<file path="src/rtl/g3ruh_pkg.sv">
package g3ruh_pkg;

  // Default geometry of the line code
  localparam int unsigned DEF_WORD_W   = 16;
  localparam int unsigned DEF_TAP_NEAR = 12;
  localparam int unsigned DEF_TAP_FAR  = 17;

  // Strobes from the control to the datapath
  typedef struct packed {
    logic txLoad;   // take a fresh word on this transmit step
    logic txStep;   // advance transmit scrambler by one bit
    logic rxStep;   // advance receive history by one bit
    logic rxDone;   // this receive step completes a word
  } coderCtl_t;

endpackage

</file>
<file path="src/rtl/g3ruh_ctrl.sv">
module g3ruh_ctrl
  import g3ruh_pkg::*;
#(
  parameter int unsigned WORD_W = DEF_WORD_W
) (
  input  logic      clk,
  input  logic      rstN,
  input  logic      txBitEn,
  input  logic      rxBitEn,
  output logic      txReady,
  output coderCtl_t ctl
);

  localparam int unsigned CNT_W = (WORD_W > 1) ? $clog2(WORD_W) : 1;
  localparam logic [CNT_W-1:0] LAST_BIT = CNT_W'(WORD_W - 1);

  logic [CNT_W-1:0] txCnt;
  logic [CNT_W-1:0] rxCnt;

  always_ff @(posedge clk or negedge rstN) begin
    if (!rstN) begin
      txCnt <= '0;
    end else if (txBitEn) begin
      txCnt <= (txCnt == LAST_BIT) ? '0 : txCnt + 1'b1;
    end
  end

  always_ff @(posedge clk or negedge rstN) begin
    if (!rstN) begin
      rxCnt <= '0;
    end else if (rxBitEn) begin
      rxCnt <= (rxCnt == LAST_BIT) ? '0 : rxCnt + 1'b1;
    end
  end

  assign txReady = (txCnt == '0);

  always_comb begin
    ctl        = '0;
    ctl.txStep = txBitEn;
    ctl.txLoad = txBitEn && txReady;
    ctl.rxStep = rxBitEn;
    ctl.rxDone = rxBitEn && (rxCnt == LAST_BIT);
  end

  AST_READY_DROPS: assert property (@(posedge clk) disable iff (!rstN)
    (txBitEn && txReady) |=> !txReady);

  AST_READY_HOLD: assert property (@(posedge clk) disable iff (!rstN)
    !txBitEn |=> $stable(txReady));

endmodule

</file>
<file path="src/rtl/g3ruh_datapath.sv">
module g3ruh_datapath
  import g3ruh_pkg::*;
#(
  parameter int unsigned WORD_W   = DEF_WORD_W,
  parameter int unsigned TAP_NEAR = DEF_TAP_NEAR,
  parameter int unsigned TAP_FAR  = DEF_TAP_FAR
) (
  input  logic              clk,
  input  logic              rstN,
  input  coderCtl_t         ctl,
  input  logic [WORD_W-1:0] txWord,
  output logic              txLine,
  input  logic              rxLine,
  output logic [WORD_W-1:0] rxWord,
  output logic              rxValid
);

  // Receive history spans one bit beyond the far tap so that the
  // transition at that tap can be formed.
  localparam int unsigned HIST_W = TAP_FAR + 1;

  // ---------------- transmit: serialise, scramble, transition-code
  logic [WORD_W-1:0]  txBuf;
  logic [TAP_FAR-1:0] txHist;   // txHist[k] = scrambled bit k+1 steps ago
  logic               dataBit;
  logic               scrBit;

  assign dataBit = ctl.txLoad ? txWord[0] : txBuf[0];
  assign scrBit  = ~dataBit ^ txHist[TAP_NEAR-1] ^ txHist[TAP_FAR-1];

  always_ff @(posedge clk or negedge rstN) begin
    if (!rstN) begin
      txBuf  <= '0;
      txHist <= '0;
      txLine <= 1'b0;
    end else if (ctl.txStep) begin
      txBuf  <= ctl.txLoad ? (txWord >> 1) : (txBuf >> 1);
      txHist <= {txHist[TAP_FAR-2:0], scrBit};
      txLine <= txLine ^ scrBit;
    end
  end

  // ---------------- receive: fused transition decode and descramble
  logic [HIST_W-1:0] rxHist;    // rxHist[k] = line bit k+1 steps ago
  logic [WORD_W-1:0] rxAcc;
  logic              edgeNow;
  logic              edgeNear;
  logic              edgeFar;
  logic              rxBit;

  assign edgeNow  = rxLine ^ rxHist[0];
  assign edgeNear = rxHist[TAP_NEAR-1] ^ rxHist[TAP_NEAR];
  assign edgeFar  = rxHist[TAP_FAR-1] ^ rxHist[TAP_FAR];
  assign rxBit    = ~(edgeNow ^ edgeNear ^ edgeFar);

  always_ff @(posedge clk or negedge rstN) begin
    if (!rstN) begin
      rxHist  <= '0;
      rxAcc   <= '0;
      rxWord  <= '0;
      rxValid <= 1'b0;
    end else begin
      rxValid <= ctl.rxDone;
      if (ctl.rxStep) begin
        rxHist <= {rxHist[HIST_W-2:0], rxLine};
        rxAcc  <= {rxBit, rxAcc[WORD_W-1:1]};
      end
      if (ctl.rxDone) begin
        rxWord <= {rxBit, rxAcc[WORD_W-1:1]};
      end
    end
  end

  AST_TX_LINE_HOLD: assert property (@(posedge clk) disable iff (!rstN)
    !ctl.txStep |=> $stable(txLine));

  AST_TX_DIFF_CODE: assert property (@(posedge clk) disable iff (!rstN)
    ctl.txStep |=> (txHist[0] == (txLine ^ $past(txLine))));

  AST_RX_HIST_HOLD: assert property (@(posedge clk) disable iff (!rstN)
    !ctl.rxStep |=> $stable(rxHist));

  AST_RX_WORD_HOLD: assert property (@(posedge clk) disable iff (!rstN)
    !rxValid |-> $stable(rxWord));

  AST_RX_VALID_PULSE: assert property (@(posedge clk) disable iff (!rstN)
    rxValid |=> !rxValid);

endmodule

</file>
<file path="src/rtl/g3ruh_line_coder.sv">
module g3ruh_line_coder
  import g3ruh_pkg::*;
#(
  parameter int unsigned WORD_W   = DEF_WORD_W,
  parameter int unsigned TAP_NEAR = DEF_TAP_NEAR,
  parameter int unsigned TAP_FAR  = DEF_TAP_FAR
) (
  input  logic              clk,
  input  logic              rstN,
  input  logic              txBitEn,
  input  logic [WORD_W-1:0] txWord,
  output logic              txReady,
  output logic              txLine,
  input  logic              rxBitEn,
  input  logic              rxLine,
  output logic [WORD_W-1:0] rxWord,
  output logic              rxValid
);

  coderCtl_t ctl;

  g3ruh_ctrl #(
    .WORD_W (WORD_W)
  ) uCtrl (
    .clk     (clk),
    .rstN    (rstN),
    .txBitEn (txBitEn),
    .rxBitEn (rxBitEn),
    .txReady (txReady),
    .ctl     (ctl)
  );

  g3ruh_datapath #(
    .WORD_W   (WORD_W),
    .TAP_NEAR (TAP_NEAR),
    .TAP_FAR  (TAP_FAR)
  ) uPath (
    .clk     (clk),
    .rstN    (rstN),
    .ctl     (ctl),
    .txWord  (txWord),
    .txLine  (txLine),
    .rxLine  (rxLine),
    .rxWord  (rxWord),
    .rxValid (rxValid)
  );

endmodule

</file>
<file path="config.mk">
export PLATFORM = sky130hd
export DESIGN_NAME = g3ruh_line_coder
export DESIGN_NICKNAME = d
export VERILOG_FILES = /design/src/rtl/g3ruh_pkg.sv /design/src/rtl/g3ruh_ctrl.sv /design/src/rtl/g3ruh_datapath.sv /design/src/rtl/g3ruh_line_coder.sv
export SDC_FILE = /design/constraint.sdc
export NUM_CORES = 1
export LEC_CHECK = 0
export BUFFER_PORTS_ARGS = -buffer_cell sky130_fd_sc_hd__buf_2
export CAP_MARGIN = 20
export CORE_AREA = 10 10 91 93
export CTS_CLUSTER_DIAMETER = 30
export DETAILED_ROUTE_END_ITERATION = 12
export DIE_AREA = 0 0 101 103
export GPL_TIMING_DRIVEN = 0
export PLACE_DENSITY = 0.82
export SYNTH_ARGS = -nofsm -noshare
export SYNTH_HDL_FRONTEND = slang
export SYNTH_HIERARCHICAL = 1
export SYNTH_SLANG_ARGS = --single-unit
export TNS_END_PERCENT = 5
</file>
<file path="constraint.sdc">
create_clock -name clk -period 2.12 [get_ports clk]
set_input_delay 0.318 -clock clk [delete_from_list [all_inputs] [get_ports clk]]
set_output_delay 0.318 -clock clk [all_outputs]
set_load 0.02 [all_outputs]
</file>
=== Word level (Yosys, flattened, before mapping) ===
Index checks and enable logic that the tools add are counted.

* Register bits after elaboration: 93
* Output and inout bits: 19
* Word-level logic and storage cells: 30

* $add $sub $neg: 2
* Equality and inequality tests: 2
* Mux-type cells: 4
* Bitwise operators: 10
* Reductions and logical operators: 3

{| class="wikitable"
|+ Operators by type and width
! operator !! number
|-
| $mux W15 || 1
|-
| $add A4 B1 Y4 const B || 2
|-
| $eq A4 B4 Y1 const B || 2
|-
| $mux W4 || 2
|-
| $xor A1 B1 Y1 || 8
|-
| $logic_not A4 Y1 || 1
|-
| $logic_and A1 B1 Y1 || 2
|-
| $not A1 Y1 || 2
|-
| $mux W1 || 1
|}

=== Logic depth before layout (Yosys ltp) ===
Gate-level depths: netlist (run 1).

* Word-level depth: 7
* Gate-level depth with buffers: 9

=== Modules after synthesis ===
Netlist (run 1), hierarchy kept.

{| class="wikitable"
|+ Modules (own cells, without submodules)
! module !! instances !! cells an instance !! area an instance (um2) !! sequential area each (um2)
|-
| g3ruh_datapath || 1 || 218 || 3240.6 || 2077.0
|-
| g3ruh_ctrl || 1 || 42 || 426.7 || 200.2
|}

=== Worst setup path after synthesis (run 1) ===
Ideal clock, no wire load.

* Path type: flip-flop to flip-flop
* From: register uCtrl.txCnt[1]
* To: register uPath.txLine
* Library setup time: 128 ps
* Data arrival time: 1864 ps
* Required time: 1992 ps
* Path slack: 127 ps
* Cell stages (with the launch flop): 10
* Buffers on the path: 1
* Clock period less this slack: 1993 ps
* Cell sequence: dfrtp_1 -> inv_1 -> ha_1 -> nor3b_2 -> and2_1 -> buf_2 -> mux2i_1 -> xnor2_1 -> nand2_1 -> xnor2_1

{| class="wikitable"
|+ RTL lines
! what !! line !! RTL
|-
| start: declaration || g3ruh_ctrl.sv:17 || <nowiki>logic [CNT_W-1:0] txCnt;</nowiki>
|-
| start signal: assignment || g3ruh_ctrl.sv:24 || <nowiki>txCnt <= (txCnt == LAST_BIT) ? '0 : txCnt + 1'b1;</nowiki>
|-
| end signal: assignment || g3ruh_datapath.sv:39 || <nowiki>txLine <= txLine ^ scrBit;</nowiki>
|-
| end: declaration || g3ruh_datapath.sv:12 || <nowiki>output logic txLine,</nowiki>
|}

==> summary.md, run 1 <==
| Metric | Value |
|---|---|
| Number of cells traversed by the worst hold path | `3` |
| Number of nets produced by synthesis | `284` |
| Post-route antenna net violation count | `0` |
| Required time of the critical path | `between 2 and 2.5 ns` |
| Synthesized area divided by synthesized cell count | `14.1 um2` |
| Total CTS buffers | `9` |
| Relative slew slack | `0.695` |
| Min cycle time layout | `between 1.5 and 2 ns` |
| Post-route standard cell area excluding fillers | `approximately 4200 um2` |
| Starting density of the core | `0.558` |
| Placed wire-length estimate after detailed placement | `4400 um` |
| Gpl congestion | `0.720` |
| Yosys warnings | `6` |
| Hold WC Path Type | `primary input to flop` |
| Worst hold slack across all endpoints | `0.219 ns` |
| Leak pwr | `just under 2 nW` |
| Cell Count Post-Placement | `380` |
| Maximum buffer depth of the clock tree | `2` |
| Global-route wire length before repair | `approximately 11000 um` |
| Maximum capacitance violations | `0` |
| Top area cells in the synthesized netlist | `sky130_fd_sc_hd__dfrtp_1, sky130_fd_sc_hd__mux2_2, sky130_fd_sc_hd__mux2i_1, sky130_fd_sc_hd__xnor2_1, sky130_fd_sc_hd__a21oi_1` |
| TritonCTS clock tree | `done` |
| Most used standard cell by instance count after synthesis | `sky130_fd_sc_hd__dfrtp_1` |
| Count of port buffers added during placement | `39` |
| Worst-case vdd ir drop | `slightly above 0.0008 V` |
| Cell area after placement | `approximately 4000 um2` |
| Pin count of the biggest net entering global routing | `67` |
| Number of flops mapped to enable cells by yosys | `0` |
| Element type at the critical path start | `flop` |
| Post-CTS setup buffer count | `0` |
| Final setup margin | `0.207 ns` |
| Kind of cell with the highest combined delay on the critical path | `flip-flops` |
| Area share of the leading cell type in the synthesized netlist | `0.621` |
| Tot Pwr | `5.82 mW` |
| Areal power density over the cells | `1370 nW/um2` |
| Final setup viols | `0` |
| Slowest CP cell | `sky130_fd_sc_hd__dfrtp_1` |
| Worst clock skew on the final layout | `0.00882 ns` |
| Status | `complete, no violations` |
| Setup repair after global routing missed its margin | `false` |
| Flop and latch count out of synthesis | `91` |
| Critical path's largest stage delay | `0.41 ns` |
| Critical path start-end classification | `flop to flop` |
| Number of antenna violations at the first check in global routing | `0` |
| Number of nets in the final layout | `336` |
| Drt first pass iters | `4` |
| Endpoint class of the critical path | `flop` |
| Insertion delay to the later sink of the worst-skew pair | `~0.34 ns` |
| Placeable core region | `~6600 um2` |
| Arr. time, crit path | `between 2 and 2.5 ns` |
| Post-CTS sizing | `0` |
| Via total after detailed routing | `2115` |
| Setup TNS | `0 ns` |
| Final std cells w/o fill | `397` |
| Share of async-settable or async-resettable flops after synthesis | `1.00` |
| Most common cell on crit path | `sky130_fd_sc_hd__xnor2_1` |
| Top cells by instance count after synthesis | `sky130_fd_sc_hd__dfrtp_1, sky130_fd_sc_hd__mux2_2, sky130_fd_sc_hd__a21oi_1` |
| Final Hold Vio Count | `0` |
| Worst path depth | `9` |
| Synth Area in Adders | `0.0102` |
| Combinational family with the most area after synthesis | `multiplexers` |
| Simple-gate area share of the yosys netlist | `0.0368` |
| Total number of clock tree sinks | `91` |
| Most used DFF post-synth | `sky130_fd_sc_hd__dfrtp_1` |
| Die Area | `10400 um2` |
| Pre-CTS worst setup slack | `0.193 ns` |
| Count of mapped cells out of synthesis | `260` |
| Routed via count divided by cell count | `between 5 and 6` |
| Via count of the first global-routing pass | `around 2300` |
| Highest fanout seen on the critical path | `7` |
| DRC marker count from the first detailed-route iteration | `41` |
| Total GRT Usage | `0.127` |
| Count of cells along the worst register-to-register path | `9` |
| Max Clk Rate | `523 MHz` |
| Remaining Overflow, GRT | `0` |
| Number of rows in the core area | `30` |
| Post-detailed-route DRC marker count | `0` |
| Clock root buffer master | `sky130_fd_sc_hd__clkbuf_8` |
| Combined area of all synthesized cells | `around 3700 um2` |
| Clock Pin Slew Worst Setup and Hold Paths | `0.09 ns` |
| Xor/xnor cell area share of the yosys netlist | `0.0239` |
| Compound-gate portion of the synthesized area | `0.0382` |
| Library cell with the largest summed area after synthesis | `sky130_fd_sc_hd__dfrtp_1` |
| Layout Utilization | `0.645` |
| Drt wl/cell | `15.6 um` |
| Ratio of cells with drive above 1 in the final layout | `0.432` |
| Unique cell type count in the Yosys netlist | `23` |
| Count of boundary I/O pins | `40` |
| Worst-Margin Slew | `0.457 ns` |
| Share of the clock period used by the worst path | `0.903` |
| Total wirelength of the detailed-routed design | `around 6200 um` |
| Sequential share of the synthesized area | `0.621` |
| Buffers plus inverters on the worst setup path | `2` |
| Horiz. Die Dim | `101 um` |
| Synth-to-Final Area Change | `15.5%` |
| Ordered cell list for the critical path | `inv_1 > ha_1 > nor3b_2 > and2_1 > buf_2 > mux2i_1 > xnor2_1 > nand2_1 > xnor2_1` |
| Final max-slew violation count | `0` |
| # H-tree levels | `3` |
| Vertical die dimension | `103 um` |
| Share of cell area taken by muxes after synthesis | `0.244` |
| Diodes inserted | `0` |
sequential cells by signal, indices dropped and copies added, names as in the netlist:
register,count
uCtrl/rxCnt,4
uCtrl/txCnt,4
uPath/rxAcc,15
uPath/rxHist,18
uPath/rxValid,1
uPath/rxWord,16
uPath/txBuf,15
uPath/txHist,17
uPath/txLine,1
layout by cell type (no fill, tap or decap), drive strengths merged:
master / count
clkinv: 2
and2: 1
nor2: 15
nand2: 7
ha: 3
dfrtp: 91
buf: 51
clkbuf: 15
nand3: 5
nand4: 1
mux2: 66
inv: 6
bufinv: 2
o21ai: 8
o41ai: 1
nor3b: 1
xnor2: 10
a21oi: 16
dlygate4sd3: 1
mux2i: 15
worst paths after layout:
kind                              endpoint  slack [ns]            from
max                           uPath/txLine        0.21  uCtrl/txCnt[1]
min                        uPath/txBuf[14]        0.22      txWord[15]
max reg2reg                   uPath/txLine        0.21  uCtrl/txCnt[1]
min reg2reg                   uPath/txLine        0.47    uPath/txLine
max in group asynchronous  uPath/rxHist[2]        1.09            rstN
min in group asynchronous   uPath/txBuf[0]        0.42            rstN
cells by family (layout without fill, tap and decap cells):
kind of cell	after synthesis	in the layout
mux	81	81
buf+inv	20	77
fa+ha+maj	3	3
xor+xnor	10	10
flops	91	91
simple gates	30	30
compound gates	25	25
layer usage:
layer | GRT usage | up-vias | part of all wire
met4 | 0.0600 | 0 | 0.0085
li1 | - | 1005 | -
met3 | 0.0382 | 7 | 0.053
met5 | 0 | - | 0
met2 | 0.212 | 43 | 0.53
met1 | 0.146 | 1060 | 0.41
worst min-delay path, stage by stage:
cell,delay [ns]
sky130_fd_sc_hd__buf_2,0.08
sky130_fd_sc_hd__nand3_1,0.06
sky130_fd_sc_hd__o21ai_0,0.07
report_power, final:
part	internal (mW)	leakage [nW]	switching, mW	total (mW)
clock	0.733	0.120	0.580	1.31
combinational	0.858	0.719	0.731	1.59
sequential	2.46	1.10	0.461	2.92
total	4.05	1.94	1.77	5.82
layout make-up:
type,count,area [um2]
repair buffers,41,235
clock inverters,5,82.6
well taps,80,100
fillers,497,2330
plain buffers,15,77.6
clock buffers,11,151
multi-input cells,149,1290
inverters,5,18.8
flip-flops and latches,91,2280
repair_timing:
item                                   in CTS  in global routing
hold buffers                                1                  0
setup endpoints to repair                   0                  0
endpoints found under the hold margin      25                  0
Note: power is estimated with default switching activity, not from simulation.
==> run 2, diff against run 1 <==
- CELL_PAD_IN_SITES_DETAIL_PLACEMENT: unset -> 0
- CELL_PAD_IN_SITES_GLOBAL_PLACEMENT: unset -> 1
- CORE_AREA: 10 10 91 93 -> 10 10 99 101
- DIE_AREA: 0 0 101 103 -> 0 0 109 111
==> run 2 against run 1 <==
- die area increased by 16%
- design area is 0.30% higher
- critical path depth did not move
- fmax grew 0.14%
- flip-flop and latch count did not move
- register-to-register slack about the same
- highest routed layer unchanged
- clock power down 6%
- clock-buffer cell count fell by 2
- combinational power decreased by 3%
- critical path type unchanged
==> summary.md, run 2 (same netlist as run 1, synthesis figures left out) <==
| Metric | Value |
|---|---|
| Remaining Overflow, GRT | `0 (unchanged)` |
| Pin count of the biggest net entering global routing | `67 (unchanged)` |
| Leak pwr | `1.92 nW (-1.2%)` |
| Largest reg by FF count | `uPath/rxHist` |
| Critical path's largest stage delay | `0.40 ns (about the same)` |
| Ratio of cells with drive above 1 in the final layout | `0.430 (-0.00180)` |
| Post-detailed-route DRC marker count | `0 (unchanged)` |
| Cell Count Post-Placement | `405 (+6.6%)` |
| Drt wl/cell | `13.5 um (-14%)` |
| Placed wire-length estimate after detailed placement | `4060 um (-7.6%)` |
| Element type at the critical path start | `flop` |
| Synth-to-Final Area Change | `15.9%` |
| Total GRT Usage | `0.100 (-0.0269)` |
| Final max-slew violation count | `0 (unchanged)` |
| Worst-case vdd ir drop | `0.000640 V (-21%)` |
| Drt first pass iters | `4 (unchanged)` |
| TritonCTS clock tree | `done` |
| Total CTS buffers | `9 (unchanged)` |
| Critical path start-end classification | `flop to flop` |
| Number of nets in the final layout | `336 (unchanged)` |
| Hold WC Path Type | `primary input to flop` |
| Worst clock skew on the final layout | `0.0110 ns (+0.00215 ns)` |
| Setup repair after global routing missed its margin | `false` |
| Ordered cell list for the critical path | `inv_1 > ha_1 > nor3b_2 > and2_1 > buf_2 > mux2i_1 > xnor2_1 > nand2_1 > xnor2_1` |
| Worst-Margin Slew | `0.431 ns (-0.0255 ns)` |
| Required time of the critical path | `2.35 ns (about the same)` |
| Min cycle time layout | `1.91 ns (-0.00260 ns)` |
| Most common cell on crit path | `sky130_fd_sc_hd__xnor2_1` |
| Flip-flop count of the largest register after layout | `18 (unchanged)` |
| Highest fanout seen on the critical path | `7 (unchanged)` |
| Horiz. Die Dim | `109 um (+7.9%)` |
| Hold buffer count at cts | `1 (unchanged)` |
| Number of antenna violations at the first check in global routing | `0 (unchanged)` |
| Status | `complete, no violations` |
| Share of the clock period used by the worst path | `0.901 (-0.00123)` |
| Arr. time, crit path | `2.14 ns (about the same)` |
| Max Clk Rate | `523 MHz (+0.14%)` |
| Insertion delay to the later sink of the worst-skew pair | `0.34 ns (about the same)` |
| Buffers plus inverters on the worst setup path | `2 (unchanged)` |
| Routed via count divided by cell count | `4.88 (-8.3%)` |
| Final std cells w/o fill | `421 (+6.0%)` |
| Kind of cell with the highest combined delay on the critical path | `flip-flops` |
| Slowest CP cell | `sky130_fd_sc_hd__dfrtp_1` |
| Regs by FF count | `uPath/rxHist (18), uPath/txHist (17), uPath/rxWord (16)` |
| DRC marker count from the first detailed-route iteration | `59 (+44%)` |
| Relative slew slack | `0.712 (+0.0170)` |
| Worst hold slack across all endpoints | `0.240 ns (+0.0211 ns)` |
| Count of port buffers added during placement | `39 (unchanged)` |
| Most common cell after layout, fill and taps aside | `sky130_fd_sc_hd__dfrtp_1` |
| Global-route wire length before repair | `9960 um (-5.8%)` |
| Via total after detailed routing | `2056 (-2.8%)` |
| Placeable core region | `7970 um2 (+21%)` |
| Post-CTS setup buffer count | `0 (unchanged)` |
| Total wirelength of the detailed-routed design | `5680 um (-8.5%)` |
| Post-CTS sizing | `0 (unchanged)` |
| Number of rows in the core area | `33 (+10%)` |
| Diodes inserted | `0 (unchanged)` |
| Final Hold Vio Count | `0 (unchanged)` |
| Die Area | `12100 um2 (+16%)` |
| Maximum capacitance violations | `0 (unchanged)` |
| Post-route antenna net violation count | `0 (unchanged)` |
| Total number of clock tree sinks | `91 (unchanged)` |
| Via count of the first global-routing pass | `2143 (-5.1%)` |
| Endpoint class of the critical path | `flop` |
| Gpl congestion | `0.685 (-4.9%)` |
| Final setup viols | `0 (unchanged)` |
| Starting density of the core | `0.460 (-0.0981)` |
| Commonest cells after routing, fill and taps aside | `sky130_fd_sc_hd__dfrtp_1, sky130_fd_sc_hd__mux2_2, sky130_fd_sc_hd__buf_2, sky130_fd_sc_hd__a21oi_1` |
| Areal power density over the cells | `1330 nW/um2 (-3.1%)` |
| Count of boundary I/O pins | `40 (unchanged)` |
| Vertical die dimension | `111 um (+7.8%)` |
| Clock root buffer master | `sky130_fd_sc_hd__clkbuf_8` |
| # H-tree levels | `3 (unchanged)` |
| Maximum buffer depth of the clock tree | `2 (unchanged)` |
| Clock Pin Slew Worst Setup and Hold Paths | `0.09 ns (about the same)` |
-- run 2: cell count changes in the layout (fill, tap and decap cells not counted) --
cell / before / now
sky130_fd_sc_hd__clkinv_2: 1 / 0
sky130_fd_sc_hd__inv_6: 1 / 0
sky130_fd_sc_hd__clkinvlp_4: 0 / 3
sky130_fd_sc_hd__clkbuf_8: 11 / 9
-- run 2: worst paths after layout --
kind | startpoint | endpoint | slack (ns) | cells past startpoint
worst max-delay path | uCtrl/txCnt[1] | uPath/txLine | 0.21 | 9
worst min-delay path | rxBitEn | uCtrl/rxCnt[0] | 0.24 | 2
worst max register to register | uCtrl/txCnt[1] | uPath/txLine | 0.21 | 9
worst min register to register | uPath/txLine | uPath/txLine | 0.48 | 1
max in group asynchronous | rstN | uPath/rxHist[1] | 1.08 | 3
min in group asynchronous | rstN | uCtrl/txCnt[0] | 0.43 | 2
-- run 2: worst register-to-register path: cells and delay by family (launching register included) --
family	cells	cell delay [ns]
muxes	1	0.28
and+or+nand+nor	3	0.38
DFF	1	0.40
buffers and inverters	2	0.32
xor gates and xnor gates	2	0.28
adders and majority gates	1	0.14
-- run 2: metal layers --
layer,vias to the layer above,routed length (um),global-route usage
met5,-,0,0
met4,0,29,0.0396
met3,4,360,0.0326
met2,30,2710,0.152
met1,1021,2570,0.128
li1,1001,-,-
-- run 2: cell type report --
cell class	count	area, um2
timing repair buffer	41	235
clock inverter	6	91.3
sequential	91	2280
fill	674	3720
buffer	15	77.6
clock buffer	9	124
inverter	5	18.8
multi-input combinational	149	1290
tap	105	131
-- run 2: report_power, final --
| group | switching (mW) | internal [mW] |
|---|---|---|
| registers | 0.429 | 2.46 |
| logic | 0.691 | 0.855 |
| clock network | 0.567 | 0.659 |
| total | 1.69 | 3.97 |
-- run 2: stage by stage --
step | util | total power [mW] | TNS [ns] | worst slack, ns | area, um2
after floorplan | - | 4.03 | 0 | 0.127 | 3670
after global placement | 0.501 | 4.42 | -4.21 | -0.0531 | 3990
after detailed placement | 0.505 | 4.51 | 0 | 0.207 | 4020
after CTS | 0.533 | 5.75 | 0 | 0.187 | 4250
after global routing | 0.533 | 6.07 | 0 | 0.0903 | 4250
final | 0.533 | 5.66 | 0 | 0.209 | 4250
